--- src/rtl/afs_pkg.sv ---
package afs_pkg;

  typedef enum logic [2:0] {
    STEP_NONE,
    STEP_ONE,
    STEP_TWO,
    STEP_THREE,
    STEP_FOUR
  } step_e;

  // Even steps clock the half-frame units too
  function automatic logic step_is_half(step_e s);
    return (s == STEP_TWO) || (s == STEP_FOUR);
  endfunction

  // Cycle offset of the idx-th mark from a restart
  function automatic int unsigned step_mark(int unsigned idx, int unsigned spacing);
    return idx * spacing;
  endfunction

endpackage

--- src/rtl/afs_cycle_counter.sv ---
module afs_cycle_counter #(
  parameter int STEP  = 7457,
  parameter int CNT_W = 16
) (
  input  logic             clk,
  input  logic             cold_rst_n,
  input  logic             restart,
  input  logic             wrap,
  output logic [CNT_W-1:0] nxt_cnt
);
  localparam logic [CNT_W-1:0] LAP_MAX = CNT_W'(afs_pkg::step_mark(5, STEP));

  logic [CNT_W-1:0] cnt_q;

  assign nxt_cnt = restart ? '0 : cnt_q + 1'b1;

  always_ff @(posedge clk or negedge cold_rst_n) begin
    if (!cold_rst_n) cnt_q <= '0;
    else if (wrap)   cnt_q <= '0;
    else             cnt_q <= nxt_cnt;
  end

  a_r2_restart_zero: assert property (@(posedge clk) disable iff (!cold_rst_n)
    restart |=> (cnt_q == '0));

  a_r3_count_bounded: assert property (@(posedge clk) disable iff (!cold_rst_n)
    cnt_q < LAP_MAX);

endmodule

--- src/rtl/afs_step_decode.sv ---
module afs_step_decode #(
  parameter int STEP  = 7457,
  parameter int CNT_W = 16
) (
  input  logic              [CNT_W-1:0] nxt_cnt,
  input  logic                          mode,
  output afs_pkg::step_e                step,
  output logic                          wrap
);
  import afs_pkg::*;

  localparam int NMARK = 6;

  logic [NMARK-1:0] hit;

  for (genvar i = 0; i < NMARK; i++) begin : g_mark
    localparam logic [CNT_W-1:0] MK = CNT_W'(step_mark(i, STEP));
    assign hit[i] = (nxt_cnt == MK);
  end

  always_comb begin
    step = STEP_NONE;
    wrap = 1'b0;
    if (!mode) begin
      if      (hit[1]) step = STEP_ONE;
      else if (hit[2]) step = STEP_TWO;
      else if (hit[3]) step = STEP_THREE;
      else if (hit[4]) begin
        step = STEP_FOUR;
        wrap = 1'b1;
      end
    end else begin
      if (hit[0] || hit[5]) begin
        step = STEP_ONE;
        wrap = hit[5];
      end
      else if (hit[1]) step = STEP_TWO;
      else if (hit[2]) step = STEP_THREE;
      else if (hit[3]) step = STEP_FOUR;
    end
  end

endmodule

--- src/rtl/afs_irq_flag.sv ---
module afs_irq_flag (
  input  logic clk,
  input  logic cold_rst_n,
  input  logic set_evt,
  input  logic rd_clr,
  input  logic inh_clr,
  output logic flag
);
  always_ff @(posedge clk or negedge cold_rst_n) begin
    if (!cold_rst_n)           flag <= 1'b0;
    else if (set_evt)          flag <= 1'b1;
    else if (rd_clr || inh_clr) flag <= 1'b0;
  end

  a_r5_set_raises: assert property (@(posedge clk) disable iff (!cold_rst_n)
    set_evt |=> flag);

  a_r7_read_clears: assert property (@(posedge clk) disable iff (!cold_rst_n)
    (rd_clr && !set_evt) |=> !flag);

  a_r7_holds_idle: assert property (@(posedge clk) disable iff (!cold_rst_n)
    (!rd_clr && !inh_clr && !set_evt) |=> $stable(flag));

endmodule

--- src/rtl/afs_frame_seq.sv ---
module afs_frame_seq #(
  parameter int STEP  = 7457,
  parameter int CNT_W = 16
) (
  input  logic clk,
  input  logic cold_rst_n,
  input  logic warm_rst,
  input  logic wr_en,
  input  logic wr_mode,
  input  logic wr_irq_inhibit,
  input  logic rd_en,
  output logic rd_flag,
  output logic qtr_pulse,
  output logic half_pulse,
  output logic irq
);
  import afs_pkg::*;

  logic             mode_q, inhib_q;
  logic             mode_eff, inhib_eff;
  logic [CNT_W-1:0] nxt_cnt;
  logic             wrap;
  step_e            step;
  logic             frame_set;
  logic             flag;

  // A write takes effect on its own edge
  assign mode_eff  = wr_en ? wr_mode        : mode_q;
  assign inhib_eff = wr_en ? wr_irq_inhibit : inhib_q;

  afs_cycle_counter #(.STEP(STEP), .CNT_W(CNT_W)) u_cnt (
    .clk        (clk),
    .cold_rst_n (cold_rst_n),
    .restart    (wr_en),
    .wrap       (wrap),
    .nxt_cnt    (nxt_cnt)
  );

  afs_step_decode #(.STEP(STEP), .CNT_W(CNT_W)) u_dec (
    .nxt_cnt (nxt_cnt),
    .mode    (mode_eff),
    .step    (step),
    .wrap    (wrap)
  );

  assign frame_set = (step == STEP_FOUR) && !mode_eff && !inhib_eff;

  afs_irq_flag u_irq (
    .clk        (clk),
    .cold_rst_n (cold_rst_n),
    .set_evt    (frame_set),
    .rd_clr     (rd_en),
    .inh_clr    (wr_en && wr_irq_inhibit),
    .flag       (flag)
  );

  always_ff @(posedge clk or negedge cold_rst_n) begin
    if (!cold_rst_n) begin
      mode_q     <= 1'b0;
      inhib_q    <= 1'b0;
      qtr_pulse  <= 1'b0;
      half_pulse <= 1'b0;
    end else begin
      if (wr_en) begin
        mode_q  <= wr_mode;
        inhib_q <= wr_irq_inhibit;
      end
      qtr_pulse  <= (step != STEP_NONE);
      half_pulse <= step_is_half(step);
    end
  end

  assign rd_flag = flag;
  assign irq     = flag;

  a_r4_half_with_qtr: assert property (@(posedge clk) disable iff (!cold_rst_n)
    half_pulse |-> qtr_pulse);

  a_r4_qtr_single: assert property (@(posedge clk) disable iff (!cold_rst_n)
    (qtr_pulse && !wr_en) |=> !qtr_pulse);

  a_r6_mode1_quiet: assert property (@(posedge clk) disable iff (!cold_rst_n)
    $rose(irq) |-> !mode_q);

  a_r8_inhibit_quiet: assert property (@(posedge clk) disable iff (!cold_rst_n)
    inhib_q |-> !irq);

  a_r10_warm_keeps_cfg: assert property (@(posedge clk) disable iff (!cold_rst_n)
    (warm_rst && !wr_en) |=> ($stable(mode_q) && $stable(inhib_q)));

endmodule

--- config.mk ---
export PLATFORM = sky130hd
export DESIGN_NAME = afs_frame_seq
export DESIGN_NICKNAME = d
export VERILOG_FILES = /design/src/rtl/afs_pkg.sv /design/src/rtl/afs_cycle_counter.sv /design/src/rtl/afs_step_decode.sv /design/src/rtl/afs_irq_flag.sv /design/src/rtl/afs_frame_seq.sv
export SDC_FILE = /design/constraint.sdc
export NUM_CORES = 1
export LEC_CHECK = 0
export ABC_AREA = 1
export BUFFER_PORTS_ARGS = -buffer_cell sky130_fd_sc_hd__buf_2
export CELL_PAD_IN_SITES_DETAIL_PLACEMENT = 0
export CELL_PAD_IN_SITES_GLOBAL_PLACEMENT = 1
export CORE_UTILIZATION = 32
export DETAILED_ROUTE_END_ITERATION = 16
export PLACE_DENSITY = 0.74
export SYNTH_ARGS = -nofsm -noshare
export SYNTH_HDL_FRONTEND = slang
export SYNTH_HIERARCHICAL = 1
export SYNTH_SLANG_ARGS = --single-unit
--- constraint.sdc ---
create_clock -name clk -period 2.7 [get_ports clk]
set_input_delay 0.405 -clock clk [delete_from_list [all_inputs] [get_ports clk]]
set_output_delay 0.405 -clock clk [all_outputs]
set_load 0.03 [all_outputs]
Word-level counts from Yosys, hierarchy flattened

Cells that the tools add are included.

Latch bits: 0
Bits in writable memories: 0
Bits in registers: 21
ROM bits: 0
Input bits: 7
Output and inout bits: 4
Memories kept: 0
Word-level logic and storage cells: 46

Order comparisons: 0
Div/mod/pow operators: 0
Shift operators: 0
Equality and inequality tests: 7
Reduce and logical (&&, ||, !) cells: 11
Multipliers: 0
$add $sub $neg: 1
Bitwise logic cells: 0
Multiplexer cells: 21

Operator list:

| cell                                             | number |
|---|---|
| == test 16 x 15 -> 1 bit (second input constant) | 2 |
| 2-to-1 mux 16 bit                                | 2 |
| 2-to-1 mux 3 bit                                 | 9 |
| adder 16 x 1 -> 16 bit (second input constant)   | 1 |
| == test 16 x 13 -> 1 bit (second input constant) | 1 |
| == test 16 x 14 -> 1 bit (second input constant) | 1 |
| == test 16 bit (second input constant)           | 1 |
| zero test 16 bit                                 | 1 |
| 2-to-1 mux 1 bit                                 | 10 |
| == test 3 x 2 -> 1 bit (second input constant)   | 1 |
| == test 3 bit (second input constant)            | 1 |
| logical AND 1 bit                                | 3 |
| logical OR 1 bit                                 | 3 |
| nonzero test 3 bit                               | 1 |
| zero test 1 bit                                  | 2 |
| nonzero test 2 bit                               | 1 |

Longest topological paths before layout

Gate-level depths: netlist of the first run.

Depth after elaboration: 12
Mapped depth: 24
Gate-level depth less buffers: 24

Cells and area by module

Netlist of the first run, hierarchy kept.

By module, submodules not included:

| module            | times used | sequential area each (sq um) | area an instance (sq um) | cells each |
|---|---|---|---|---|
| afs_cycle_counter | 1          | 400.4                        | 1037.2                   | 148 |
| afs_step_decode   | 1          | 0.0                          | 429.2                    | 107 |
| afs_frame_seq     | 1          | 100.1                        | 200.2                    | 26 |
| afs_irq_flag      | 1          | 25.0                         | 40.0                     | 5 |

Worst setup path before layout of the first run

No wires, ideal clock.

Path type: register to register
From: register u_cnt.cnt_q[0]
To: register u_cnt.cnt_q[0]
Setup slack: 438 ps
Arrival: 2136 ps
Period minus slack after synthesis: 2262 ps
Path buffers: 2
Data required time: 2575 ps
Cell stages (with the launch flop): 15
Cell sequence: dfrtp_1 -> ha_1 -> nand3_1 -> nor2_4 -> nand2_1 -> nand2_1 -> nand3_2 -> inv_1 -> inv_2 -> nor4_1 -> nand4_1 -> o21ai_1 -> clkbuf_1 -> buf_2 -> nor3_1

Cells in the longest elaborated chain, start to end: 9

RTL lines:

| item                       | RTL line                | source |
|---|---|---|
| start, declared            | afs_cycle_counter.sv:13 | `logic [CNT_W-1:0] cnt_q;` |
| start signal, assigned     | afs_cycle_counter.sv:20 | `else cnt_q <= nxt_cnt;` |
| adder 16 x 1 -> 16 bit (*) | afs_cycle_counter.sv:15 | `assign nxt_cnt = restart ? '0 : cnt_q + 1'b1;` |
| 2-to-1 mux 16 bit (*)      | afs_cycle_counter.sv:15 |  |
| via nxt_cnt[12]            | afs_frame_seq.sv:21     | `logic [CNT_W-1:0] nxt_cnt;` |
| == test 16 x 15 -> 1 bit   | afs_step_decode.sv:18   | `assign hit[i] = (nxt_cnt == MK);` |
| 2-to-1 mux 1 bit           | afs_step_decode.sv:28   | `else if (hit[4]) begin` |
| 2-to-1 mux 1 bit           | afs_step_decode.sv:27   | `else if (hit[3]) step = STEP_THREE;` |
| 2-to-1 mux 1 bit           | afs_step_decode.sv:26   | `else if (hit[2]) step = STEP_TWO;` |
| 2-to-1 mux 1 bit           | afs_step_decode.sv:25   | `if (hit[1]) step = STEP_ONE;` |
| 2-to-1 mux 1 bit (*)       | afs_step_decode.sv:24   | `if (!mode) begin` |
| via wrap                   | afs_frame_seq.sv:22     | `logic wrap;` |
| 2-to-1 mux 16 bit (*)      | afs_cycle_counter.sv:19 | `else if (wrap) cnt_q <= '0;` |

Mark *: on every way through the listed nets, which the timed path passes. The rest lies on a longest branch.
A chain may end at the register's enable or synchronous reset.

Final worst setup path of the first run

From: register u_cnt.cnt_q[0]
To: register u_irq.flag

RTL lines:

| item                                                                 | RTL line                                     | source |
|---|---|---|
| adder 16 x 1 -> 16 bit (*)                                           | afs_cycle_counter.sv:15                      |  |
| 2-to-1 mux 16 bit (*)                                                | afs_cycle_counter.sv:15                      |  |
| via nxt_cnt[14]                                                      | afs_frame_seq.sv:21                          |  |
| == test 16 x 15 -> 1 bit or == test 16 x 14 -> 1 bit (tied branches) | afs_step_decode.sv:18                        |  |
| 2-to-1 mux 3 bit, on equally long branches                           | afs_step_decode.sv:27, afs_step_decode.sv:38 |  |
| 2-to-1 mux 3 bit, on equally long branches                           | afs_step_decode.sv:26, afs_step_decode.sv:37 |  |
| 2-to-1 mux 3 bit, on equally long branches                           | afs_step_decode.sv:25, afs_step_decode.sv:33 |  |
| 2-to-1 mux 3 bit (*)                                                 | afs_step_decode.sv:24                        |  |
| via step[1]                                                          | afs_frame_seq.sv:23                          | `step_e step;` |
| == test 3 bit (*)                                                    | afs_frame_seq.sv:46                          | `assign frame_set = (step == STEP_FOUR) && !mode_eff && !inhib_eff;` |
| logical AND 1 bit (*) (2 in a row)                                   | afs_frame_seq.sv:46                          |  |
| via frame_set                                                        | afs_frame_seq.sv:24                          | `logic frame_set;` |
| 2-to-1 mux 1 bit or nonzero test 2 bit (tied branches)               | --                                           |  |
| end signal, assigned                                                 | afs_irq_flag.sv:10                           | `if (!cold_rst_n) flag <= 1'b0;` |
| end signal, assigned                                                 | afs_irq_flag.sv:11                           | `else if (set_evt) flag <= 1'b1;` |
| end signal, assigned                                                 | afs_irq_flag.sv:12                           | `else if (rd_clr \|\| inh_clr) flag <= 1'b0;` |
| end, declared                                                        | afs_irq_flag.sv:7                            | `output logic flag` |

Marks and branches as above.

==> results by group, run 1 <==
Power
  • Total power consumption of the routed design: 617.7 uW
  • Pwr per Cell Area: 319.5 nW/um^2
  • Leakage power figure: 0.9711 nW
  • VDD IR-drop max: 0.0001467 V

STA
  • Fmax: 399.7 MHz
  • Fin Clk Skew: 0.01090 ns
  • Minimum clock period: 2.502 ns
  • Hold slack: 0.08594 ns
  • Final Hold Viols: 0
  • Slew Limit Headroom: 66.33%
  • Share of the clock period used by the worst path after layout: 92.67%
  • # setup viols final: 0
  • Transition time at the pin with the least slew margin: 0.5032 ns
  • Final Slew Violations: 0

Detailed routing
  • DRC violations left: 0
  • First-pass iteration count of the detailed router: 4
  • Average vias per placed instance: 4.435
  • Routed Antenna Nets: 0
  • DR vias: 1,632
  • DR iter-0 viols: 98
  • Final routed wirelength across all metal layers: 4.020 mm
  • Average detailed-routed wire length per instance: 10.92 microns

Die
  • Area of the die: 5630 sq um
  • Number of core rows: 26
  • Core ar.: 5107 sq um
  • Die extent in y: 75.03 microns
  • Io pins: 11
  • Initial Util: 33.41%
  • Die X: 75.03 microns

Flow run
  • Max-cap viol count: 0

Layout
  • Diodes inserted: 0
  • Post-route standard cell area excluding fillers: 1933 sq um
  • Fraction of final layout cells with drive strength greater than 1: 22.48%
  • FILL cells: 577
  • Area growth from synthesis to layout: 13.27%
  • Count of nets after finishing: 307

Worst setup path
  • Critical-path cell with the highest stage delay: sky130_fd_sc_hd__dfrtp_2
  • Critical Path RT: 2.87 ns
  • Largest fanout on the critical path: 5
  • Critical-path cell list: ha_2 > nand3_2 > nor2_4 > nand3_1 > nand2_1 > nand3_1 > inv_2 > nand2_1 > nor2_1 > nand2_1 > o21ai_0 > nand2_1 > nand2_1 > inv_2 > nand2_2 > nor2_2 > nand2_1 > nor2_2 > inv_1 > nand2_1
  • Worst reg2reg setup slack: 0.20 ns
  • Most repeated library cell on the critical path: sky130_fd_sc_hd__nand2_1
  • Arrival time at the worst endpoint: 2.67 ns
  • Kind of capture point of the worst setup path: flop
  • Crit path kind: flop to flop
  • Kind of launch point of the worst setup path: flop
  • Delay of the slowest cell on the worst path: 0.41 ns

Clocking
  • Worst-case clock buffer depth: 2
  • Clock transition at the registers of the reported paths: 0.09 ns
  • Num CTS Buffers: 3
  • Root buffer selected by CTS: sky130_fd_sc_hd__clkbuf_8
  • Clk sink count: 21
  • # Post-CTS Setup Buffers: 0
  • H-tree lvl count: 1
  • Clock tree from TritonCTS: built
  • Clock latency on the worst-skew pair: 0.26 ns

Synthesis
  • Net Count, Synth: 294
  • Synthesized area per cell: 5.967 sq um
  • Number of unique standard cell types used by synthesis: 26
  • #FFs+latches synth: 21
  • Ys Warns: 6
  • Number of instances in the synthesized netlist: 286
  • Share of synthesized area occupied by flip-flops and latches: 30.79%
  • Post-synth design cell area: 1707 sq um

Global routing
  • Total Routing Usage GR: 15.01%
  • Number of antenna violations at the first check in global routing: 0
  • Via count of the first global-routing pass: 1,431
  • Global-route wire length before repair: 6.410 mm
  • Residual overflow from global routing: 0
  • Largest net degree at the start of global routing: 22

Placement
  • Buffers added on ports: 9
  • Placed wire-length estimate: 3.185 mm
  • Post-placement cell area: 1856 sq um
  • Routability Congestion: 0.7954

Worst hold path
  • Path class of the lowest-slack min-delay path: input pin to asynchronous set/reset pin

Outcome
  • Result of the run: finished clean
==> Yosys cell counts <==
library cell | count | area (sq um)
sky130_fd_sc_hd__buf_2 | 3 | 15.01
sky130_fd_sc_hd__buf_4 | 1 | 7.510
sky130_fd_sc_hd__clkbuf_1 | 1 | 3.750
sky130_fd_sc_hd__clkinv_1 | 1 | 3.750
sky130_fd_sc_hd__dfrtp_1 | 21 | 525.5
sky130_fd_sc_hd__ha_1 | 1 | 12.51
sky130_fd_sc_hd__inv_1 | 45 | 168.9
sky130_fd_sc_hd__inv_2 | 11 | 41.29
sky130_fd_sc_hd__nand2_1 | 71 | 266.5
sky130_fd_sc_hd__nand2_2 | 6 | 37.54
sky130_fd_sc_hd__nand2_4 | 1 | 11.26
sky130_fd_sc_hd__nand3_1 | 18 | 90.09
sky130_fd_sc_hd__nand3_2 | 3 | 30.03
sky130_fd_sc_hd__nand4_1 | 4 | 25.02
sky130_fd_sc_hd__nor2_1 | 62 | 232.7
sky130_fd_sc_hd__nor2_2 | 12 | 75.07
sky130_fd_sc_hd__nor2_4 | 2 | 22.52
sky130_fd_sc_hd__nor3_1 | 8 | 40.04
sky130_fd_sc_hd__nor3_2 | 1 | 10.01
sky130_fd_sc_hd__nor4_1 | 3 | 18.77
sky130_fd_sc_hd__o21ai_0 | 3 | 15.01
sky130_fd_sc_hd__o21ai_1 | 4 | 20.02
sky130_fd_sc_hd__o21ai_2 | 1 | 8.760
sky130_fd_sc_hd__o21bai_1 | 1 | 7.510
sky130_fd_sc_hd__o21bai_2 | 1 | 11.26
sky130_fd_sc_hd__or2_1 | 1 | 6.260
==> layout make-up <==
class                      count  area, sq um  share of cell area (%)
inverter                      57        214.0                   11.07
sequential                    21        526.8                   27.25
timing repair buffer          13        87.58                   4.531
tap                           70        87.58                   4.531
clock buffer                   3        41.29                   2.136
clock inverter                 1        5.005                  0.2589
multi-input combinational    203        970.9                   50.23
==> worst max-delay path: cells and delay by family (launching register included) <==
family / cells / cell delay (ns)
flops: 1 / 0.41
simple gates: 15 / 1.36
buf+inv: 3 / 0.22
compound gates: 1 / 0.18
fa+ha+maj: 1 / 0.21
==> final timing paths <==
path                           startpoint        endpoint  cells past startpoint
hold reg to reg                   inhib_q         inhib_q                      2
setup / recovery           u_cnt/cnt_q[0]      u_irq/flag                     20
setup reg to reg           u_cnt/cnt_q[0]      u_irq/flag                     20
hold / removal                 cold_rst_n      u_irq/flag                      1
max in group asynchronous      cold_rst_n  u_cnt/cnt_q[0]                      1
min in group clk                    rd_en      u_irq/flag                      4
==> flip-flops by register name, indices dropped and copies added (netlist names) <==
name and count:
u_irq/flag 1, qtr_pulse 1, u_cnt/cnt_q 16, half_pulse 1, inhib_q 1, mode_q 1
==> repair_timing <==
action | in CTS | in global routing
gates resized for setup | 0 | 13
hold buffers | 0 | 0
setup endpoints to repair | 0 | 2
==> placed cells by master, fill, tap and decap left out, types with 2 or more instances in the layout <==
cell type                  netlist  routed
sky130_fd_sc_hd__inv_1          45      42
sky130_fd_sc_hd__nor3_1          8       7
sky130_fd_sc_hd__nand2_1        71      71
sky130_fd_sc_hd__inv_2          11      14
sky130_fd_sc_hd__nor2_4          2       3
sky130_fd_sc_hd__nand2_2         6       6
sky130_fd_sc_hd__nor4_1          3       3
sky130_fd_sc_hd__nor2_1         62      57
sky130_fd_sc_hd__buf_2           3       9
sky130_fd_sc_hd__dfrtp_1        21      20
sky130_fd_sc_hd__nand3_2         3       4
sky130_fd_sc_hd__buf_4           1       3
sky130_fd_sc_hd__o21ai_0         3       3
sky130_fd_sc_hd__nand3_1        18      17
sky130_fd_sc_hd__nor3_2          1       2
sky130_fd_sc_hd__nor2_2         12      16
sky130_fd_sc_hd__o21ai_1         4       4
sky130_fd_sc_hd__clkbuf_8        0       3
sky130_fd_sc_hd__nand4_1         4       4
==> report_power, final <==
group          switching (mW)  total [mW]  leakage [nW]  internal, mW
sequential            0.00502       0.328         0.283         0.323
clock                   0.107       0.210        0.0255         0.103
combinational          0.0554      0.0800         0.663        0.0246
==> layer usage <==
layer  share of wire [%]  track usage, %  up-vias
met2                  46           25.63       15
met1                  52           21.00      737
li1                    -               -      878
met4                0.35           3.774        0
met3                 1.7          0.4016        2
met5                   0               0        -
==> cell families after synthesis <==
| group | after synthesis | synth area share [%] |
|---|---|---|
| compound gates | 10 | 3.666 |
| fa+ha+maj | 1 | 0.7330 |
| buf+inv | 62 | 14.08 |
| flops | 21 | 30.79 |
| simple gates | 192 | 50.73 |
==> per-stage QoR <==
| step | utilization, % | worst slack, ns | std cells | setup TNS [ns] |
|---|---|---|---|---|
| final | 37.85 | 0.1979 | 368 | 0 |
| after global routing | 37.85 | -0.005463 | 368 | -0.005463 |
| after CTS | 37.24 | 0.1150 | 368 | 0 |
| after detailed placement | 36.33 | 0.1372 | 364 | 0 |
| after global placement | 36.33 | 0.1526 | 364 | 0 |
| after floorplan | - | 0.4384 | 286 | 0 |
Power figures use the tool's default switching activity.
==> inputs of run 2 (changes only) <==
--- a/config.mk
+++ b/config.mk
@@ -9,8 +9,10 @@
 export BUFFER_PORTS_ARGS = -buffer_cell sky130_fd_sc_hd__buf_2
 export CELL_PAD_IN_SITES_DETAIL_PLACEMENT = 0
 export CELL_PAD_IN_SITES_GLOBAL_PLACEMENT = 1
+export CORE_MARGIN = 3
 export CORE_UTILIZATION = 32
 export DETAILED_ROUTE_END_ITERATION = 16
+export GPL_TIMING_DRIVEN = 1
 export PLACE_DENSITY = 0.74
 export SYNTH_ARGS = -nofsm -noshare
 export SYNTH_HDL_FRONTEND = slang
==> constraint.sdc (replaced) <==
create_clock -name clk -period 2.8 [get_ports clk]
set_input_delay 0.42 -clock clk [delete_from_list [all_inputs] [get_ports clk]]
set_output_delay 0.42 -clock clk [all_outputs]
set_load 0.03 [all_outputs]
==> results by group, run 2 (synthesis gave the netlist of run 1 again) <==
Clocking
  • H-tree lvl count: 1 (unchanged)
  • Root buffer selected by CTS: sky130_fd_sc_hd__clkbuf_8
  • Num CTS Buffers: 3 (unchanged)
  • Clock transition at the registers of the reported paths: 0.07 ns (-0.02 ns)
  • Worst-case clock buffer depth: 2 (unchanged)
  • Clock latency on the worst-skew pair: 0.26 ns (about the same)
  • Clock tree from TritonCTS: built
  • Clk sink count: 21 (unchanged)

Global routing
  • Via count of the first global-routing pass: 1,558 (+8.9%)
  • GR met2 Demand/Resource: 22.81% (-2.8 points)
  • Global-route wire length before repair: 6.893 mm (+7.5%)
  • Number of antenna violations at the first check in global routing: 0 (unchanged)
  • Residual overflow from global routing: 0 (unchanged)
  • GR met3 Demand/Resource: 1.134% (+0.73 points)
  • Global routing usage on met1: 18.40% (-2.6 points)
  • Largest net degree at the start of global routing: 22 (unchanged)
  • Total Routing Usage GR: 13.88% (-1.1 points)
  • GRT Max-Usage Layer: met2

Placement
  • Placed Cells: 359 (-1.4%)
  • Buffers added on ports: 9 (unchanged)
  • Placed wire-length estimate: 3.125 mm (-1.9%)
  • Routability Congestion: 0.8293 (+4.3%)
  • Post-Place Worst Slack: 0.1965 ns (+0.05924 ns)

Power
  • Pwr per Cell Area: 312.0 nW/um^2 (-2.3%)
  • VDD IR-drop max: 0.0001851 V (+26%)
  • Net switching fraction of the power: 26.15% (-0.98 points)
  • Logic pwr share: 12.7% (-0.3 points)
  • Net switching component of the power: 154.2 uW (-8.0%)
  • Leakage power figure: 0.9605 nW (-1.1%)
  • Clock share of power: 33.7% (-0.3 points)
  • Power Internal: 435.3 uW (-3.3%)
  • Sequential cell fraction of total power: 53.5% (+0.4 points)

Worst setup path
  • Arrival time at the worst endpoint: 2.64 ns (-0.03 ns)
  • Critical Path RT: 3.00 ns (+0.13 ns)
  • Delay of the slowest cell on the worst path: 0.40 ns (about the same)
  • Depth of the worst register-to-register path: 20 (unchanged)
  • Largest fanout on the critical path: 4 (-1)
  • Critical-path cell list: ha_2 > nand2_1 > nor2_1 > or2_1 > inv_2 > nor3_1 > nor2_1 > nand2_1 > nor2_1 > nand2_1 > nand3_1 > nor2_1 > nor2_1 > inv_2 > nand2_2 > nor2_2 > nand2_1 > nor2_2 > inv_1 > nand2_1
  • Crit path kind: flop to flop
  • Kind of capture point of the worst setup path: flop
  • Kind of launch point of the worst setup path: flop
  • Critical-path cell with the highest stage delay: sky130_fd_sc_hd__dfrtp_1

Layout
  • Fraction of final layout cells with drive strength greater than 1: 19.87% (-2.6 points)
  • FILL cells: 569 (-1.4%)
  • Diodes inserted: 0 (unchanged)
  • Count of nets after finishing: 306 (-0.33%)
  • Non-filler instance count after layout: 364 (-1.1%)
  • Highest-count cells in the layout ignoring fill and taps: sky130_fd_sc_hd__nand2_1, sky130_fd_sc_hd__nor2_1, sky130_fd_sc_hd__inv_1, sky130_fd_sc_hd__dfrtp_1, sky130_fd_sc_hd__nand3_1
  • Area growth from synthesis to layout: 10.70%
  • Number of flip-flops under the largest register name: 16 (unchanged)
  • Most common library cell in the layout ignoring fill and taps: sky130_fd_sc_hd__nand2_1
  • Largest register by flop count: u_cnt/cnt_q

Die
  • Number of core rows: 25 (-3.8%)
  • Area of the die: 6246 sq um (+11%)
  • Io pins: 11 (unchanged)
  • Initial Util: 34.53% (+1.1 points)
  • Die X: 79.03 microns (+5.3%)
  • Core ar.: 4942 sq um (-3.2%)
  • Die extent in y: 79.03 microns (+5.3%)

Detailed routing
  • Average detailed-routed wire length per instance: 10.53 microns (-3.6%)
  • First-pass iteration count of the detailed router: 4 (unchanged)
  • Final routed wirelength across all metal layers: 3.833 mm (-4.7%)
  • DR vias: 1,587 (-2.8%)
  • DR iter-0 viols: 74 (-24%)
  • Routed Antenna Nets: 0 (unchanged)
  • DRC violations left: 0 (unchanged)
  • Average vias per placed instance: 4.360 (-1.7%)

Outcome
  • Result of the run: finished clean

STA
  • RSZ-0062 raised after global routing: no
  • Fmax: 410.0 MHz (+2.6%)
  • Share of the clock period used by the worst path after layout: 87.10% (-5.6 points)
  • Final critical-path setup slack: 0.3611 ns (+0.1632 ns)
  • Transition time at the pin with the least slew margin: 0.4967 ns (-0.006509 ns)
  • # setup viols final: 0 (unchanged)
  • Fin Clk Skew: 0.001989 ns (-0.008906 ns)
  • Final Slew Violations: 0 (unchanged)
  • Slew Limit Headroom: 66.89% (+0.56 points)
  • Minimum clock period: 2.439 ns (-0.06321 ns)
  • Final setup TNS: 0 ns (unchanged)
  • Final Hold Viols: 0 (unchanged)
  • Hold slack: 0.1116 ns (+0.02564 ns)

Worst hold path
  • Path class of the lowest-slack min-delay path: input pin to asynchronous set/reset pin

Flow run
  • Max-cap viol count: 0 (unchanged)
## run 2: per-layer routing
| metal | vias up | share of wire, % |
|---|---|---|
| met5 | - | 0 |
| met4 | 0 | 2.2 |
| met3 | 6 | 0.70 |
| met2 | 7 | 46 |
| met1 | 694 | 51 |
| li1 | 880 | - |
## run 2: repair_timing
| item | 4_1_cts | 5_1_grt |
|---|---|---|
| setup endpoints to repair | 0 | 1 |
| hold endpoints to repair | 0 | 0 |
| setup buffers | 0 | 1 |
| gates resized for setup | 0 | 6 |
| hold buffers | 0 | 0 |
## run 2: worst paths after layout
| kind | start | endpoint | slack, ns |
|---|---|---|---|
| max | u_cnt/cnt_q[0] | u_irq/flag | 0.36 |
| min reg2reg | inhib_q | inhib_q | 0.49 |
| min | cold_rst_n | u_cnt/cnt_q[12] | 0.11 |
| max in group asynchronous | cold_rst_n | inhib_q | 2.35 |
| min in group clk | rd_en | u_irq/flag | 0.38 |
| max reg2reg | u_cnt/cnt_q[0] | u_irq/flag | 0.36 |
## run 2: final cells by class
cell class | count | area (sq um) | area share, %
tap | 67 | 83.83 | 4.437
timing repair buffer | 12 | 67.56 | 3.576
sequential | 21 | 525.5 | 27.81
multi-input combinational | 203 | 953.4 | 50.46
inverter | 57 | 214.0 | 11.32
clock buffer | 4 | 45.04 | 2.384
## run 2: worst max-delay path, delay by kind of cell (launching register included)
kind / cells / cell delay [ns]
buffers and inverters: 3 / 0.14
adders and majority gates: 1 / 0.22
and+or+nand+nor: 16 / 1.62
DFF: 1 / 0.40
## run 2: power by group through the flow
stage	Clock (mW)	Combinational, mW	Sequential [mW]
floorplan	0	0.0472	0.325
global placement	0	0.0740	0.322
detailed placement	0	0.0731	0.322
CTS	0.208	0.0733	0.316
global route	0.219	0.0879	0.316
finish	0.199	0.0749	0.316
## run 2: stage by stage
stage | utilization (%) | area, sq um | total power [mW]
2_1_floorplan | - | 1707 | 0.3725
3_5_place_dp | 36.91 | 1824 | 0.3948
5_1_grt | 38.23 | 1889 | 0.6231
3_3_place_gp | 36.91 | 1824 | 0.3955
6_report | 38.23 | 1889 | 0.5895
4_1_cts | 37.82 | 1869 | 0.5974
==> inputs of run 3 (changes only) <==
--- a/config.mk
+++ b/config.mk
@@ -6,6 +6,7 @@
 export NUM_CORES = 1
 export LEC_CHECK = 0
 export ABC_AREA = 1
+export ABC_CLOCK_PERIOD_IN_PS = 2400
 export BUFFER_PORTS_ARGS = -buffer_cell sky130_fd_sc_hd__buf_2
 export CELL_PAD_IN_SITES_DETAIL_PLACEMENT = 0
 export CELL_PAD_IN_SITES_GLOBAL_PLACEMENT = 1
@@ -14,6 +15,7 @@
 export DETAILED_ROUTE_END_ITERATION = 16
 export GPL_TIMING_DRIVEN = 1
 export PLACE_DENSITY = 0.74
+export SLEW_MARGIN = 20
 export SYNTH_ARGS = -nofsm -noshare
 export SYNTH_HDL_FRONTEND = slang
 export SYNTH_HIERARCHICAL = 1
==> constraint.sdc (replaced) <==
create_clock -name clk -period 2.4 [get_ports clk]
set_input_delay 0.36 -clock clk [delete_from_list [all_inputs] [get_ports clk]]
set_output_delay 0.36 -clock clk [all_outputs]
set_load 0.03 [all_outputs]
==> results by group, run 3 (synthesis gave the netlist of run 1 again) <==
Outcome
  • Result of the run: finished clean

Placement
  • Placed Cells: 375 (+4.5%)
  • Post-placement cell area: 1957 sq um (+7.3%)
  • Routability Congestion: 0.8344 (+0.61%)
  • Placed wire-length estimate: 3.223 mm (+3.1%)
  • Buffers added on ports: 9 (unchanged)

Die
  • Die extent in y: 79.03 microns (unchanged)
  • Die X: 79.03 microns (unchanged)
  • Number of core rows: 25 (unchanged)
  • Io pins: 11 (unchanged)
  • Area of the die: 6246 sq um (unchanged)
  • Initial Util: 34.53% (unchanged)
  • Core ar.: 4942 sq um (unchanged)

Layout
  • Post-route standard cell area excluding fillers: 2300 sq um (+22%)
  • Area growth from synthesis to layout: 34.75%
  • Largest register by flop count: u_cnt/cnt_q
  • Number of flip-flops under the largest register name: 16 (unchanged)
  • Area used by multi-input combinational logic: 1157 sq um (+21%)
  • Count of nets after finishing: 329 (+7.5%)
  • Diodes inserted: 0 (unchanged)
  • Utilization of the core after routing: 46.53% (+8.3 points)
  • Fraction of final layout cells with drive strength greater than 1: 42.19% (+22 points)
  • Non-filler instance count after layout: 387 (+6.3%)
  • FILL cells: 525 (-7.7%)
  • Total area of sequential cells: 529.3 sq um (+0.71%)
  • Most common library cell in the layout ignoring fill and taps: sky130_fd_sc_hd__nand2_1
  • Highest-count cells in the layout ignoring fill and taps: sky130_fd_sc_hd__nand2_1, sky130_fd_sc_hd__nor2_1, sky130_fd_sc_hd__inv_1, sky130_fd_sc_hd__nor2_2, sky130_fd_sc_hd__buf_4

Global routing
  • Total Routing Usage GR: 15.00% (+1.1 points)
  • GR met3 Demand/Resource: 1.361% (+0.23 points)
  • Residual overflow from global routing: 0 (unchanged)
  • Via count of the first global-routing pass: 1,596 (+2.4%)
  • GRT Max-Usage Layer: met2
  • Global routing usage on met1: 21.12% (+2.7 points)
  • GR met2 Demand/Resource: 23.99% (+1.2 points)
  • Largest net degree at the start of global routing: 22 (unchanged)
  • Number of antenna violations at the first check in global routing: 0 (unchanged)
  • Global-route wire length before repair: 7.514 mm (+9.0%)

Detailed routing
  • Final routed wirelength across all metal layers: 4.258 mm (+11%)
  • DRC violations left: 0 (unchanged)
  • DR iter-0 viols: 80 (+8.1%)
  • Average detailed-routed wire length per instance: 11.00 microns (+4.5%)
  • Routed Antenna Nets: 0 (unchanged)
  • Average vias per placed instance: 4.447 (+2.0%)
  • DR vias: 1,721 (+8.4%)
  • First-pass iteration count of the detailed router: 4 (unchanged)

STA
  • Minimum clock period: 2.278 ns (-0.1609 ns)
  • Final setup TNS: 0 ns (unchanged)
  • RSZ-0062 raised after global routing: yes
  • Slew Limit Headroom: 67.58% (+0.69 points)
  • Final Slew Violations: 0 (unchanged)
  • Fin Clk Skew: 0.002901 ns (+0.0009119 ns)
  • # setup viols final: 0 (unchanged)
  • Fmax: 439.0 MHz (+7.1%)
  • Share of the clock period used by the worst path after layout: 94.92% (+7.8 points)
  • Hold slack: 0.04728 ns (-0.06431 ns)
  • Transition time at the pin with the least slew margin: 0.4863 ns (-0.01036 ns)
  • Final Hold Viols: 0 (unchanged)

Clocking
  • Clock tree from TritonCTS: built
  • Worst-case clock buffer depth: 2 (unchanged)
  • H-tree lvl count: 1 (unchanged)
  • Root buffer selected by CTS: sky130_fd_sc_hd__clkbuf_8
  • Clock latency on the worst-skew pair: 0.26 ns (about the same)
  • Clock transition at the registers of the reported paths: 0.08 ns (about the same)
  • Clk sink count: 21 (unchanged)
  • Num CTS Buffers: 3 (unchanged)
  • Hold buffer count at CTS: 0 (unchanged)

Worst setup path
  • Reg2Reg Capture Point: u_irq/flag
  • Kind of capture point of the worst setup path: flop
  • Depth of the worst register-to-register path: 23 (+15%)
  • Arrival time at the worst endpoint: 2.49 ns (-0.15 ns)
  • Critical-path cell list: ha_4 > nand3_4 > nor2_4 > nand2_1 > nand2_1 > nand3_2 > inv_2 > inv_2 > nor2_2 > nand2_1 > nor2_1 > nand2_1 > nand2_1 > inv_1 > nand2_1 > nand2_2 > inv_2 > nand2_2 > nor2_2 > nand2_1 > nor2_2 > inv_1 > nand2_1
  • Critical-path cell with the highest stage delay: sky130_fd_sc_hd__dfrtp_1
  • Critical Path RT: 2.61 ns (-0.39 ns)
  • Most repeated library cell on the critical path: sky130_fd_sc_hd__nand2_1
  • Critical path's top delay family: simple AND/OR/NAND/NOR gates
  • Critical path origin: u_cnt/cnt_q[1]
  • Worst path bufs/invs: 5 (+2)
  • Largest fanout on the critical path: 5 (+1)
  • End point of the critical path: u_irq/flag
  • Crit path kind: flop to flop
  • Worst reg2reg setup slack: 0.12 ns (-0.24 ns)
  • Delay of the slowest cell on the worst path: 0.42 ns (+0.02 ns)
  • Worst reg2reg path startpoint: u_cnt/cnt_q[1]
  • Cell depth of the worst setup path: 23 (+15%)
  • Kind of launch point of the worst setup path: flop

Power
  • VDD IR-drop max: 0.0002222 V (+20%)
  • Leakage power figure: 1.106 nW (+15%)
  • Pwr per Cell Area: 314.5 nW/um^2 (+0.78%)

Flow run
  • Max-cap viol count: 0 (unchanged)

Worst hold path
  • Path class of the lowest-slack min-delay path: input pin to asynchronous set/reset pin
[run 3: how the worst min path moves through the flow]
| stage | to | cells past startpoint |
|---|---|---|
| 6_report | u_cnt/cnt_q[12] | 1 |
| 3_3_place_gp | u_cnt/cnt_q[12] | 1 |
| 5_1_grt | mode_q | 1 |
| 4_1_cts | u_cnt/cnt_q[6] | 1 |
| 3_5_place_dp | u_cnt/cnt_q[13] | 1 |
| 2_1_floorplan | half_pulse | 0 |
[run 3: metrics by stage]
step	power (mW)	worst slack [ns]
detailed placement	0.4782	-0.03905
global route	0.7725	-0.1208
CTS	0.7197	0.002261
global placement	0.4774	-0.02419
floorplan	0.4345	0.1384
finish	0.7232	0.1220
[run 3: per-layer routing]
layer | vias to the layer above | part of all wire, %
met2 | 14 | 48
met3 | 4 | 1.3
met4 | 0 | 1.2
li1 | 928 | -
met5 | - | 0
met1 | 775 | 49
[run 3: where the power goes]
part           switching (mW)  internal, mW  total, mW
logic                  0.0729        0.0451      0.118
registers             0.00698         0.363      0.370
clock network           0.119         0.116      0.235
[run 3: worst register-to-register path, stage by stage, from the launching register on]
cell and delay [ns]:
sky130_fd_sc_hd__dfrtp_1 0.42, sky130_fd_sc_hd__ha_4 0.18, sky130_fd_sc_hd__nand3_4 0.10, sky130_fd_sc_hd__nor2_4 0.18, sky130_fd_sc_hd__nand2_1 0.07, sky130_fd_sc_hd__nand2_1 0.07
sky130_fd_sc_hd__nand3_2 0.08, sky130_fd_sc_hd__inv_2 0.10, sky130_fd_sc_hd__inv_2 0.04, sky130_fd_sc_hd__nor2_2 0.06, sky130_fd_sc_hd__nand2_1 0.08, sky130_fd_sc_hd__nor2_1 0.09
sky130_fd_sc_hd__nand2_1 0.07, sky130_fd_sc_hd__nand2_1 0.08, sky130_fd_sc_hd__inv_1 0.04, sky130_fd_sc_hd__nand2_1 0.06, sky130_fd_sc_hd__nand2_2 0.06, sky130_fd_sc_hd__inv_2 0.06
sky130_fd_sc_hd__nand2_2 0.06, sky130_fd_sc_hd__nor2_2 0.10, sky130_fd_sc_hd__nand2_1 0.06, sky130_fd_sc_hd__nor2_2 0.07, sky130_fd_sc_hd__inv_1 0.05, sky130_fd_sc_hd__nand2_1 0.04
[run 3: final cells by class]
| type | instances | area share, % |
|---|---|---|
| well taps | 67 | 3.645 |
| repair buffers | 35 | 11.48 |
| flip-flops and latches | 21 | 23.01 |
| multi-input cells | 203 | 50.33 |
| clock inverters | 1 | 0.2176 |
| clock buffers | 3 | 1.795 |
| inverters | 57 | 9.521 |
[run 3: repair_timing]
action	4_1_cts	5_1_grt
setup endpoints to repair	1	19
setup buffers	0	8
pin swaps	1	40
resized for setup	5	74
gates cloned	0	0
